--- src/rtl/mapper_pkg.sv ---
package mapper_pkg;
  localparam int DATA_W = 8;
  localparam int CHR_W  = DATA_W + 1;
  localparam int NUM_TARGETS = 8;
  localparam int NUM_CHR_REGS = 6;

  typedef logic [DATA_W-1:0] byte_t;
  typedef logic [CHR_W-1:0]  chr_bank_t;

  // upper-area register kind, indexed by {addr[14], addr[13], addr[0]}
  typedef enum logic [2:0] {
    UREG_SELECT = 3'b000,
    UREG_BANK   = 3'b001,
    UREG_MIRROR = 3'b010
  } ureg_e;

  function automatic byte_t chr_reset_value(input int idx);
    return (idx < 2) ? byte_t'(2 * idx) : byte_t'(idx + 2);
  endfunction
endpackage

--- src/rtl/bank_regfile.sv ---
module bank_regfile
  import mapper_pkg::*;
#(
  parameter int PRG_BW = 5
) (
  input  logic                     clk,
  input  logic                     rst_n,
  input  logic                     wr_en_i,
  input  logic [15:0]              wr_addr_i,
  input  byte_t                    wr_data_i,
  input  logic                     four_screen_i,
  output logic [NUM_CHR_REGS-1:0][DATA_W-1:0] chr_regs_o,
  output logic [PRG_BW-1:0]        prg_a_o,
  output logic [PRG_BW-1:0]        prg_b_o,
  output logic                     prg_swap_o,
  output logic                     chr_invert_o,
  output logic                     hi_lo_o,
  output logic                     hi_up_o,
  output logic                     mirror_h_o
);
  byte_t                 sel_q;
  logic [PRG_BW-1:0]     prg_a_q, prg_b_q;
  logic                  hi_lo_q, hi_up_q, mirror_q;
  logic [2:0]            ureg;
  logic                  up_wr, lo_wr, bank_wr, sel_wr, mir_wr;

  assign ureg    = {wr_addr_i[14], wr_addr_i[13], wr_addr_i[0]};
  assign up_wr   = wr_en_i && wr_addr_i[15];
  assign sel_wr  = up_wr && (ureg == UREG_SELECT);
  assign bank_wr = up_wr && (ureg == UREG_BANK);
  assign mir_wr  = up_wr && (ureg == UREG_MIRROR) && !four_screen_i;
  assign lo_wr   = wr_en_i && (wr_addr_i > 16'h4100) && (wr_addr_i < 16'h6000);

  // pattern bank registers, one per target 0..5
  for (genvar g = 0; g < NUM_CHR_REGS; g++) begin : g_chr
    always_ff @(posedge clk or negedge rst_n) begin
      if (!rst_n) begin
        chr_regs_o[g] <= chr_reset_value(g);
      end else if (bank_wr && (sel_q[2:0] == 3'(g))) begin
        if (g < 2) chr_regs_o[g] <= {wr_data_i[DATA_W-1:1], 1'b0};
        else       chr_regs_o[g] <= wr_data_i;
      end
    end
  end

  always_ff @(posedge clk or negedge rst_n) begin
    if (!rst_n) begin
      sel_q    <= '0;
      prg_a_q  <= PRG_BW'(0);
      prg_b_q  <= PRG_BW'(1);
      hi_lo_q  <= 1'b0;
      hi_up_q  <= 1'b0;
      mirror_q <= 1'b0;
    end else begin
      if (sel_wr) sel_q <= wr_data_i;
      if (bank_wr && sel_q[2:0] == 3'd6) prg_a_q <= wr_data_i[PRG_BW-1:0];
      if (bank_wr && sel_q[2:0] == 3'd7) prg_b_q <= wr_data_i[PRG_BW-1:0];
      if (mir_wr) mirror_q <= wr_data_i[0];
      if (lo_wr) begin
        hi_lo_q <= wr_data_i[0];
        hi_up_q <= wr_data_i[4];
      end
    end
  end

  assign prg_a_o      = prg_a_q;
  assign prg_b_o      = prg_b_q;
  assign prg_swap_o   = sel_q[6];
  assign chr_invert_o = sel_q[7];
  assign hi_lo_o      = hi_lo_q;
  assign hi_up_o      = hi_up_q;
  assign mirror_h_o   = mirror_q;

  // select register takes the written byte
  p_select_load_r2: assert property (@(posedge clk) disable iff (!rst_n)
    (wr_en_i && wr_addr_i[15] && wr_addr_i[14:13] == 2'b00 && !wr_addr_i[0])
      |=> ({chr_invert_o, prg_swap_o} == $past(wr_data_i[7:6])));

  // 2 KB target stores an even value
  p_even_pair_r3: assert property (@(posedge clk) disable iff (!rst_n)
    (bank_wr && sel_q[2:0] == 3'd0) |=> (chr_regs_o[0] == {$past(wr_data_i[7:1]), 1'b0}));

  // four-screen strap freezes mirroring
  p_mirror_freeze_r9: assert property (@(posedge clk) disable iff (!rst_n)
    (wr_en_i && four_screen_i) |=> $stable(mirror_h_o));

  // extension bits follow a low-range write
  p_ext_load_r7: assert property (@(posedge clk) disable iff (!rst_n)
    (wr_en_i && wr_addr_i > 16'h4100 && wr_addr_i < 16'h6000)
      |=> (hi_lo_o == $past(wr_data_i[0]) && hi_up_o == $past(wr_data_i[4])));

  // undecoded upper-area writes touch no bank state
  p_ignored_r1: assert property (@(posedge clk) disable iff (!rst_n)
    (wr_en_i && wr_addr_i[15] && (wr_addr_i[14] || (wr_addr_i[13] && wr_addr_i[0])))
      |=> ($stable(chr_regs_o) && $stable(prg_a_o) && $stable(prg_b_o)
           && $stable(prg_swap_o) && $stable(chr_invert_o)));
endmodule

--- src/rtl/prg_window_map.sv ---
module prg_window_map #(
  parameter int PRG_BANKS = 32,
  parameter int PRG_BW    = $clog2(PRG_BANKS)
) (
  input  logic                   clk,
  input  logic                   rst_n,
  input  logic [PRG_BW-1:0]      prg_a_i,
  input  logic [PRG_BW-1:0]      prg_b_i,
  input  logic                   swap_i,
  output logic [3:0][PRG_BW-1:0] win_o
);
  localparam logic [PRG_BW-1:0] LAST_BANK   = PRG_BW'(PRG_BANKS - 1);
  localparam logic [PRG_BW-1:0] SECOND_LAST = PRG_BW'(PRG_BANKS - 2);

  always_comb begin
    win_o[1] = prg_b_i;
    win_o[3] = LAST_BANK;
    if (swap_i) begin
      win_o[0] = SECOND_LAST;
      win_o[2] = prg_a_i;
    end else begin
      win_o[0] = prg_a_i;
      win_o[2] = SECOND_LAST;
    end
  end

  // the bank A window moves between slots 0 and 2 when the layout bit toggles
  p_swap_moves_a_r4: assert property (@(posedge clk) disable iff (!rst_n)
    ($changed(swap_i) && $stable(prg_a_i)) |-> (win_o[0] == $past(win_o[2])));
endmodule

--- src/rtl/chr_window_map.sv ---
module chr_window_map
  import mapper_pkg::*;
(
  input  logic [NUM_CHR_REGS-1:0][DATA_W-1:0] chr_regs_i,
  input  logic                                invert_i,
  input  logic                                hi_lo_i,
  input  logic                                hi_up_i,
  output logic [7:0][CHR_W-1:0]               win_o
);
  logic [3:0][DATA_W-1:0] pair_half;   // windows from the two 2 KB targets
  logic [3:0][DATA_W-1:0] single_half; // windows from the four 1 KB targets

  for (genvar p = 0; p < 2; p++) begin : g_pair
    assign pair_half[2*p]   = chr_regs_i[p];
    assign pair_half[2*p+1] = chr_regs_i[p] | DATA_W'(1);
  end

  for (genvar s = 0; s < 4; s++) begin : g_single
    assign single_half[s] = chr_regs_i[s+2];
  end

  for (genvar w = 0; w < 4; w++) begin : g_win
    assign win_o[w]   = {hi_lo_i, invert_i ? single_half[w] : pair_half[w]};
    assign win_o[w+4] = {hi_up_i, invert_i ? pair_half[w] : single_half[w]};
  end
endmodule

--- src/rtl/bank_mapper_top.sv ---
module bank_mapper_top
  import mapper_pkg::*;
#(
  parameter int PRG_BANKS = 32,
  parameter int PRG_BW    = $clog2(PRG_BANKS)
) (
  input  logic                  clk,
  input  logic                  rst_n,
  input  logic                  wr_en_i,
  input  logic [15:0]           wr_addr_i,
  input  logic [7:0]            wr_data_i,
  input  logic [15:0]           rd_addr_i,
  input  logic                  four_screen_i,
  output logic [7:0]            rd_data_o,
  output logic                  rd_hit_o,
  output logic [4*PRG_BW-1:0]   prg_win_o,
  output logic [8*CHR_W-1:0]    chr_win_o,
  output logic                  mirror_h_o
);
  localparam logic [15:0] LOW_FIRST = 16'h4100;
  localparam logic [15:0] LOW_LAST  = 16'h5FFF;
  localparam byte_t       LOW_VALUE = 8'h01;

  logic [NUM_CHR_REGS-1:0][DATA_W-1:0] chr_regs;
  logic [PRG_BW-1:0]      prg_a, prg_b;
  logic                   prg_swap, chr_invert, hi_lo, hi_up;
  logic [3:0][PRG_BW-1:0] prg_win;
  logic [7:0][CHR_W-1:0]  chr_win;

  bank_regfile #(.PRG_BW(PRG_BW)) u_regs (
    .clk           (clk),
    .rst_n         (rst_n),
    .wr_en_i       (wr_en_i),
    .wr_addr_i     (wr_addr_i),
    .wr_data_i     (wr_data_i),
    .four_screen_i (four_screen_i),
    .chr_regs_o    (chr_regs),
    .prg_a_o       (prg_a),
    .prg_b_o       (prg_b),
    .prg_swap_o    (prg_swap),
    .chr_invert_o  (chr_invert),
    .hi_lo_o       (hi_lo),
    .hi_up_o       (hi_up),
    .mirror_h_o    (mirror_h_o)
  );

  prg_window_map #(.PRG_BANKS(PRG_BANKS), .PRG_BW(PRG_BW)) u_prg (
    .clk     (clk),
    .rst_n   (rst_n),
    .prg_a_i (prg_a),
    .prg_b_i (prg_b),
    .swap_i  (prg_swap),
    .win_o   (prg_win)
  );

  chr_window_map u_chr (
    .chr_regs_i (chr_regs),
    .invert_i   (chr_invert),
    .hi_lo_i    (hi_lo),
    .hi_up_i    (hi_up),
    .win_o      (chr_win)
  );

  assign prg_win_o = prg_win;
  assign chr_win_o = chr_win;

  always_comb begin
    rd_hit_o  = (rd_addr_i >= LOW_FIRST) && (rd_addr_i <= LOW_LAST);
    rd_data_o = rd_hit_o ? LOW_VALUE : 8'h00;
  end

  // the last program window never moves
  p_last_window_r5: assert property (@(posedge clk) disable iff (!rst_n)
    $stable(prg_win_o[3*PRG_BW +: PRG_BW]));

  // readback value is fixed
  p_low_read_r8: assert property (@(posedge clk) disable iff (!rst_n)
    rd_hit_o |-> (rd_data_o == LOW_VALUE));
endmodule

--- config.mk ---
export PLATFORM = sky130hd
export DESIGN_NAME = bank_mapper_top
export DESIGN_NICKNAME = d
export VERILOG_FILES = /design/src/rtl/mapper_pkg.sv /design/src/rtl/bank_regfile.sv /design/src/rtl/prg_window_map.sv /design/src/rtl/chr_window_map.sv /design/src/rtl/bank_mapper_top.sv
export SDC_FILE = /design/constraint.sdc
export NUM_CORES = 1
export LEC_CHECK = 0
export BUFFER_PORTS_ARGS = -buffer_cell sky130_fd_sc_hd__buf_2
export CORE_UTILIZATION = 45
export DETAILED_ROUTE_END_ITERATION = 12
export PLACE_DENSITY = 0.77
export SLEW_MARGIN = 20
export SYNTH_ARGS = -nofsm -noshare
export SYNTH_HDL_FRONTEND = slang
export SYNTH_SLANG_ARGS = --single-unit
--- constraint.sdc ---
create_clock -name clk -period 2.8 [get_ports clk]
set_clock_uncertainty 0.15 [all_clocks]
set_input_delay 0.7 -clock clk [delete_from_list [all_inputs] [get_ports clk]]
set_output_delay 0.7 -clock clk [all_outputs]
set_load 0.05 [all_outputs]
# Yosys cells after proc, flatten, opt, wreduce, memory -nomap -nowiden
# Index checks and enable logic that the tools add are counted.
[totals]
elab_cells = 55
mem_bits_rw = 0
out_inout_bits = 102
latch_bits = 0
romBits = 0
regBits = 67
n_memories = 0
[classes]
shift = 0
eq_ne = 9
n_reduce_logical = 19
n_mux = 11
multipliers = 0
addsub = 0
div = 0
n_lt_le_gt_ge = 4
bitwise = 0
[op_table]
columns = ["op", "n"]
rows = [
  ["2-to-1 mux 8 bit", 8],
  [">= comparator 16 x 15 -> 1 bit (second input constant)", 1],
  ["> comparator 16 x 15 -> 1 bit (second input constant)", 1],
  ["less-or-equal comparator 16 x 15 -> 1 bit (second input constant)", 1],
  ["logical AND 1 bit", 16],
  ["less-than comparator 16 x 15 -> 1 bit (second input constant)", 1],
  ["equality test 3 bit (second input constant)", 4],
  ["2-to-1 mux 5 bit", 2],
  ["equality test 3 x 2 -> 1 bit (second input constant)", 3],
  ["equality test 3 x 1 -> 1 bit (second input constant)", 2],
  ["zero test 3 bit", 2],
  ["zero test 1 bit", 1],
  ["2-to-1 mux 1 bit", 1],
]

# Logic depth before layout (Yosys ltp)
[depth]
word_depth = 3
ltp_mapped = 5

# Modules after synthesis
# Synthesis repeated with hierarchy kept, for this count alone.
[unflattened]
hier_cells = 272
area_unflattened_um2 = 3881.2
[modules_own_cells]
columns = ["module", "area_each_um2", "cells_each", "seq_area_each_um2", "instances"]
rows = [
  ["bank_regfile", 2561.2, 160, 1614.0, 1],
  ["chr_window_map", 1093.5, 79, 0.0, 1],
  ["prg_window_map", 141.4, 21, 0.0, 1],
  ["bank_mapper_top", 85.1, 12, 0.0, 1],
]

# Least setup slack after synthesis
# No wires, ideal clock.
[synth_path]
path_type = "input-to-output"
start = "input rd_addr_i[11]"
end = "output rd_data_o[0]"
stages = 4
path_buffers = 1
arrival_ns = 2.933
t_required_ns = 1.950
setup_slack_ns = -0.983
path_cell_list = "or4_1 nor2_1 nor4b_1 buf_4"
[synth_between]
elab_chain_len = 3
elab_cells_between_ends = 4
cone_classes = "order compare: 2; mux: 1; reduce/logical: 1"
[synth_lines]
columns = ["element", "line", "source"]
rows = [
  ["from (decl)", "bank_mapper_top.sv:12", "input logic [15:0] rd_addr_i,"],
  [">= comparator 16 x 15 -> 1 bit or less-or-equal comparator 16 x 15 -> 1 bit (tied branches)", "bank_mapper_top.sv:68", "rd_hit_o = (rd_addr_i >= LOW_FIRST) && (rd_addr_i <= LOW_LAST);"],
  ["logical AND 1 bit *", "bank_mapper_top.sv:68", ""],
  ["net rd_hit_o", "bank_mapper_top.sv:15", "output logic rd_hit_o,"],
  ["2-to-1 mux 1 bit *", "bank_mapper_top.sv:69", "rd_data_o = rd_hit_o ? LOW_VALUE : 8'h00;"],
  ["to (decl)", "bank_mapper_top.sv:14", "output logic [7:0] rd_data_o,"],
]
# Mark *: on every way through the listed nets, which the timed path passes. The rest lies on a longest branch.

# Final worst setup path
[layout_path]
start = "register u_regs.sel_q[7]"
end = "output chr_win_o[51]"
[layout_between]
elab_chain_len = 1
[layout_lines]
columns = ["element", "line", "source"]
rows = [
  ["from (decl)", "bank_regfile.sv:21", "byte_t sel_q;"],
  ["from (signal assigned)", "bank_regfile.sv:55", "if (sel_wr) sel_q <= wr_data_i;"],
  ["2-to-1 mux 8 bit", "chr_window_map.sv:24", "assign win_o[w+4] = {hi_up_i, invert_i ? pair_half[w] : single_half[w]};"],
  ["to (decl)", "bank_mapper_top.sv:17", "output logic [8*CHR_W-1:0] chr_win_o,"],
]
# Every way passes these cells.

==> impl_metrics.xml <==
<?xml version="1.0" encoding="UTF-8"?>
<metrics>
  <group name="synth">
    <metric name="syn_area" unit="sq mm">0.003498</metric>
    <metric name="ys_seq_elements" unit="">64</metric>
    <metric name="average_instance_area_after_synthesis" unit="sq um">9.718</metric>
    <metric name="post_synth_main_area_contributors" unit="">dfrtp_1 (39%), mux2_2 (18%), nand2_1 (8.7%)</metric>
    <metric name="synth_enable_flop_cells" unit="">0</metric>
    <metric name="synth_top_cells_by_count" unit="">nand2_1 (81), mux2_2 (56), dfrtp_1 (54)</metric>
    <metric name="async_reset_ff_share" unit="%">100.0</metric>
    <metric name="netlist.area_leader.share" unit="%">38.63</metric>
    <metric name="sequential_to_total_area_share_from_yosys_stat" unit="%">46.14</metric>
    <metric name="synth-main-ff-cell" unit="">dfrtp_1</metric>
    <metric name="yosysMostFrequentCell" unit="">nand2_1</metric>
    <metric name="netlist_instances" unit="">360</metric>
    <metric name="number_of_warning_messages_in_the_yosys_log" unit="">0</metric>
    <metric name="synth.largest_area_cell" unit="">dfrtp_1</metric>
    <metric name="netlist-cell-type-count" unit="">34</metric>
  </group>
  <group name="cts">
    <metric name="cts_inserted_buffers" unit="">9</metric>
    <metric name="post_cts.resized_instances" unit="">0</metric>
    <metric name="cts_tree" unit="">done</metric>
    <metric name="numClockSinks" unit="">64</metric>
    <metric name="cts_post_setup_buffers_inserted" unit="">0</metric>
    <metric name="clk_root_buffer_cell" unit="">clkbuf_8</metric>
    <metric name="cts.hold.buffers_added" unit="">0</metric>
    <metric name="worst_skew_pair_latency" unit="ns">0.33</metric>
    <metric name="clk_pin_slew" unit="ns">0.06</metric>
    <metric name="cts_htree_levels" unit="">3</metric>
    <metric name="ctsLongestPathBuffers" unit="">2</metric>
  </group>
  <group name="cells_and_area">
    <metric name="num-nets-final" unit="">518</metric>
    <metric name="area_growth_syn_to_layout" unit="%">23.14</metric>
    <metric name="layout-drive-gt1-share" unit="%">47.28</metric>
    <metric name="nFillCells" unit="">654</metric>
    <metric name="stdcell_count" unit="">577</metric>
    <metric name="n_antenna_cell" unit="">0</metric>
  </group>
  <group name="setup_path">
    <metric name="critical_path_required" unit="ns">1.95</metric>
    <metric name="ws_path_type" unit="">flop to output pin</metric>
    <metric name="cp.arrival" unit="ns">1.78</metric>
    <metric name="worst-path-max-fanout" unit="">57</metric>
    <metric name="critical_path.endpoint_type" unit="">output pin</metric>
    <metric name="worstSetupStartpointType" unit="">flop</metric>
  </group>
  <group name="sta">
    <metric name="unrepaired_setup_endpoints_after_global_routing" unit="">no</metric>
    <metric name="total_neg_setup_slack" unit="ns">0</metric>
    <metric name="finalHoldViolCount" unit="">0</metric>
    <metric name="finalCritPeriodShare" unit="%">93.95</metric>
    <metric name="finalCriticalPeriod" unit="ns">2.631</metric>
    <metric name="slew-limit-headroom" unit="%">58.75</metric>
    <metric name="report.final.setup_viol" unit="">0</metric>
    <metric name="finalMaxSlewViolations" unit="">0</metric>
    <metric name="max_freq" unit="GHz">0.3801</metric>
    <metric name="tightestPinTransition" unit="ns">0.6187</metric>
    <metric name="holdWs" unit="ns">0.2375</metric>
  </group>
  <group name="drt">
    <metric name="drt_drc_violations_left" unit="">0</metric>
    <metric name="vias" unit="">2839</metric>
    <metric name="wl_per_cell" unit="um">12.97</metric>
    <metric name="post_drt_via_cell_ratio" unit="">4.920</metric>
    <metric name="route.final.wire_length" unit="um">7486</metric>
    <metric name="drt_pre_antenna_iters" unit="">4</metric>
    <metric name="detailedRoute.firstIterationViolations" unit="">69</metric>
    <metric name="ant_nets" unit="">0</metric>
  </group>
  <group name="pwr">
    <metric name="power.static_leakage" unit="nW">2.345</metric>
    <metric name="switching_power" unit="mW">1.905</metric>
    <metric name="power.share.combinational" unit="%">49.0</metric>
    <metric name="pwr-share-seq" unit="%">32.8</metric>
    <metric name="p_sw_share" unit="%">50.16</metric>
    <metric name="peakVddDrop" unit="uV">482.2</metric>
    <metric name="p_int" unit="mW">1.893</metric>
    <metric name="power_density" unit="mW/mm^2">881.8</metric>
    <metric name="power.share.clock" unit="%">18.2</metric>
  </group>
  <group name="place">
    <metric name="gp_routability_congestion" unit="">0.7694</metric>
    <metric name="detailed_place_hpwl" unit="um">5511</metric>
    <metric name="io_buffers" unit="">125</metric>
    <metric name="placed_cells" unit="">562</metric>
  </group>
  <group name="floorplan">
    <metric name="core_region_area" unit="sq mm">0.007370</metric>
    <metric name="floorplan.die_area" unit="sq mm">0.008131</metric>
    <metric name="pin_count" unit="">146</metric>
    <metric name="floorplan.die.width" unit="um">90.17</metric>
    <metric name="rows" unit="">31</metric>
    <metric name="initial_utilization" unit="%">47.47</metric>
    <metric name="die_height" unit="um">90.17</metric>
  </group>
  <group name="min_path">
    <metric name="hold_path.class" unit="">primary input to asynchronous set/reset pin</metric>
  </group>
  <group name="global_route">
    <metric name="number_of_antenna_violations_at_the_first_check_in_global_routing" unit="">0</metric>
    <metric name="global_route.overflow_total" unit="">0</metric>
    <metric name="wire_length_of_the_first_global_routing_pass" unit="um">12630</metric>
    <metric name="grt_pass1_vias" unit="">2679</metric>
    <metric name="global_route.usage.total" unit="%">19.55</metric>
    <metric name="grt_start_max_net_pins" unit="">58</metric>
  </group>
  <group name="outcome">
    <metric name="run_status" unit="">finished, final reports clean</metric>
  </group>
  <group name="flow_run">
    <metric name="max_cap_viol_count" unit="">0</metric>
  </group>
</metrics>
cells in the final DEF, fill, tap and decap left out:
| master | instances |
|---|---|
| or4_1 | 3 |
| a21oi_1 | 1 |
| nand3_1 | 2 |
| nor2_1 | 1 |
| nor3b_4 | 1 |
| nor4_1 | 1 |
| o21ai_1 | 1 |
| nor4b_4 | 1 |
| nand3_2 | 1 |
| inv_1 | 29 |
| and4bb_2 | 1 |
| clkinv_2 | 4 |
| nand4_2 | 1 |
| nor2b_1 | 5 |
| nor2_4 | 1 |
| buf_4 | 1 |
| dfstp_2 | 10 |
| nand2_1 | 81 |
| dfrtp_2 | 1 |
| dfrtp_1 | 53 |
| nand4bb_1 | 1 |
| nor2_2 | 1 |
| buf_12 | 2 |
| nand2b_1 | 20 |
| and2_1 | 3 |
| clkbuf_8 | 11 |
| nor3_1 | 1 |
| and4bb_1 | 1 |
| nor4_4 | 1 |
| buf_2 | 125 |
| nand4bb_4 | 1 |
| o21ai_0 | 36 |
| conb_1 | 12 |
| nand3b_1 | 1 |
| or2_2 | 6 |
| mux2_2 | 56 |
| nor3_2 | 1 |
critical path: stages, from the launching register on:
cell and delay, ns:
dfrtp_2 0.69, buf_12 0.28, nand2_1 0.09, o21ai_0 0.09, buf_2 0.29
per-stage QoR:
step / total power [mW] / utilization, % / instance area (sq um) / setup WS, ns
finish: 3.799 / 58.46 / 4308 / 0.1695
global route: 3.994 / 58.46 / 4308 / 0.009984
CTS: 3.832 / 58.46 / 4308 / 0.1552
global placement: 3.099 / 56.13 / 4136 / 0.1926
detailed placement: 3.134 / 56.13 / 4136 / 0.1932
floorplan: 2.777 / - / 3551 / 0.09967
power by group through the flow:
stage / registers (mW) / logic (mW) / clock network [mW]
floorplan: 1.21 / 1.57 / 0
global placement: 1.25 / 1.85 / 0
detailed placement: 1.26 / 1.87 / 0
CTS: 1.25 / 1.88 / 0.710
global route: 1.28 / 1.96 / 0.763
finish: 1.25 / 1.86 / 0.690
flip-flops by register name (all words and copies together), names as in the netlist:
name / flops
u_regs.prg_a_o: 5
u_regs.hi_up_o: 1
u_regs.sel_q: 5
u_regs.prg_b_o: 5
u_regs.chr_regs_o: 46
u_regs.mirror_h_o: 1
u_regs.hi_lo_o: 1
layout make-up:
type	instances	area (sq um)	area share, %
multi-input combinational	242	1615	37.50
sequential	64	1615	37.50
inverter	29	108.9	2.527
timing repair buffer	128	673.1	15.63
clock buffer	11	151.4	3.514
clock inverter	4	20.02	0.4647
tap	99	123.9	2.875
routing by layer:
metal  vias to the layer above  GRT usage [%]  share of wire [%]
met1                      1354          24.48                 44
met5                         -              0                  0
li1                       1377              -                  -
met4                         0          5.242                1.0
met3                        10          3.892                5.1
met2                        98          34.35                 50
logic make-up (layout without fill, tap and decap cells):
kind of cell	after synthesis	after routing	share of synthesized area, %
buffers and inverters	64	172	9.191
AOI/OAI and AO/OA	38	38	5.436
other	2	12	0.2147
DFF	64	64	46.14
and+or+nand+nor	136	136	20.99
muxes	56	56	18.03
worst paths after layout:
path,startpoint,to,slack (ns),cells after the start
setup / recovery,u_regs.sel_q[7]$_DFFE_PN0P_,chr_win_o[51],0.17,4
hold / removal,rst_n,u_regs.chr_regs_o[2]$_DFFE_PN0P_,0.24,1
setup reg to reg,u_regs.sel_q[1]$_DFFE_PN0P_,u_regs.chr_regs_o[13]$_DFFE_PN0P_,1.03,3
hold reg to reg,u_regs.prg_b_o[1]$_DFFE_PN0P_,u_regs.prg_b_o[1]$_DFFE_PN0P_,0.36,1
max in group asynchronous,rst_n,u_regs.chr_regs_o[34]$_DFFE_PN1P_,1.59,2
min in group clk,u_regs.prg_b_o[1]$_DFFE_PN0P_,u_regs.prg_b_o[1]$_DFFE_PN0P_,0.36,1
Power figures use the tool's default switching activity.
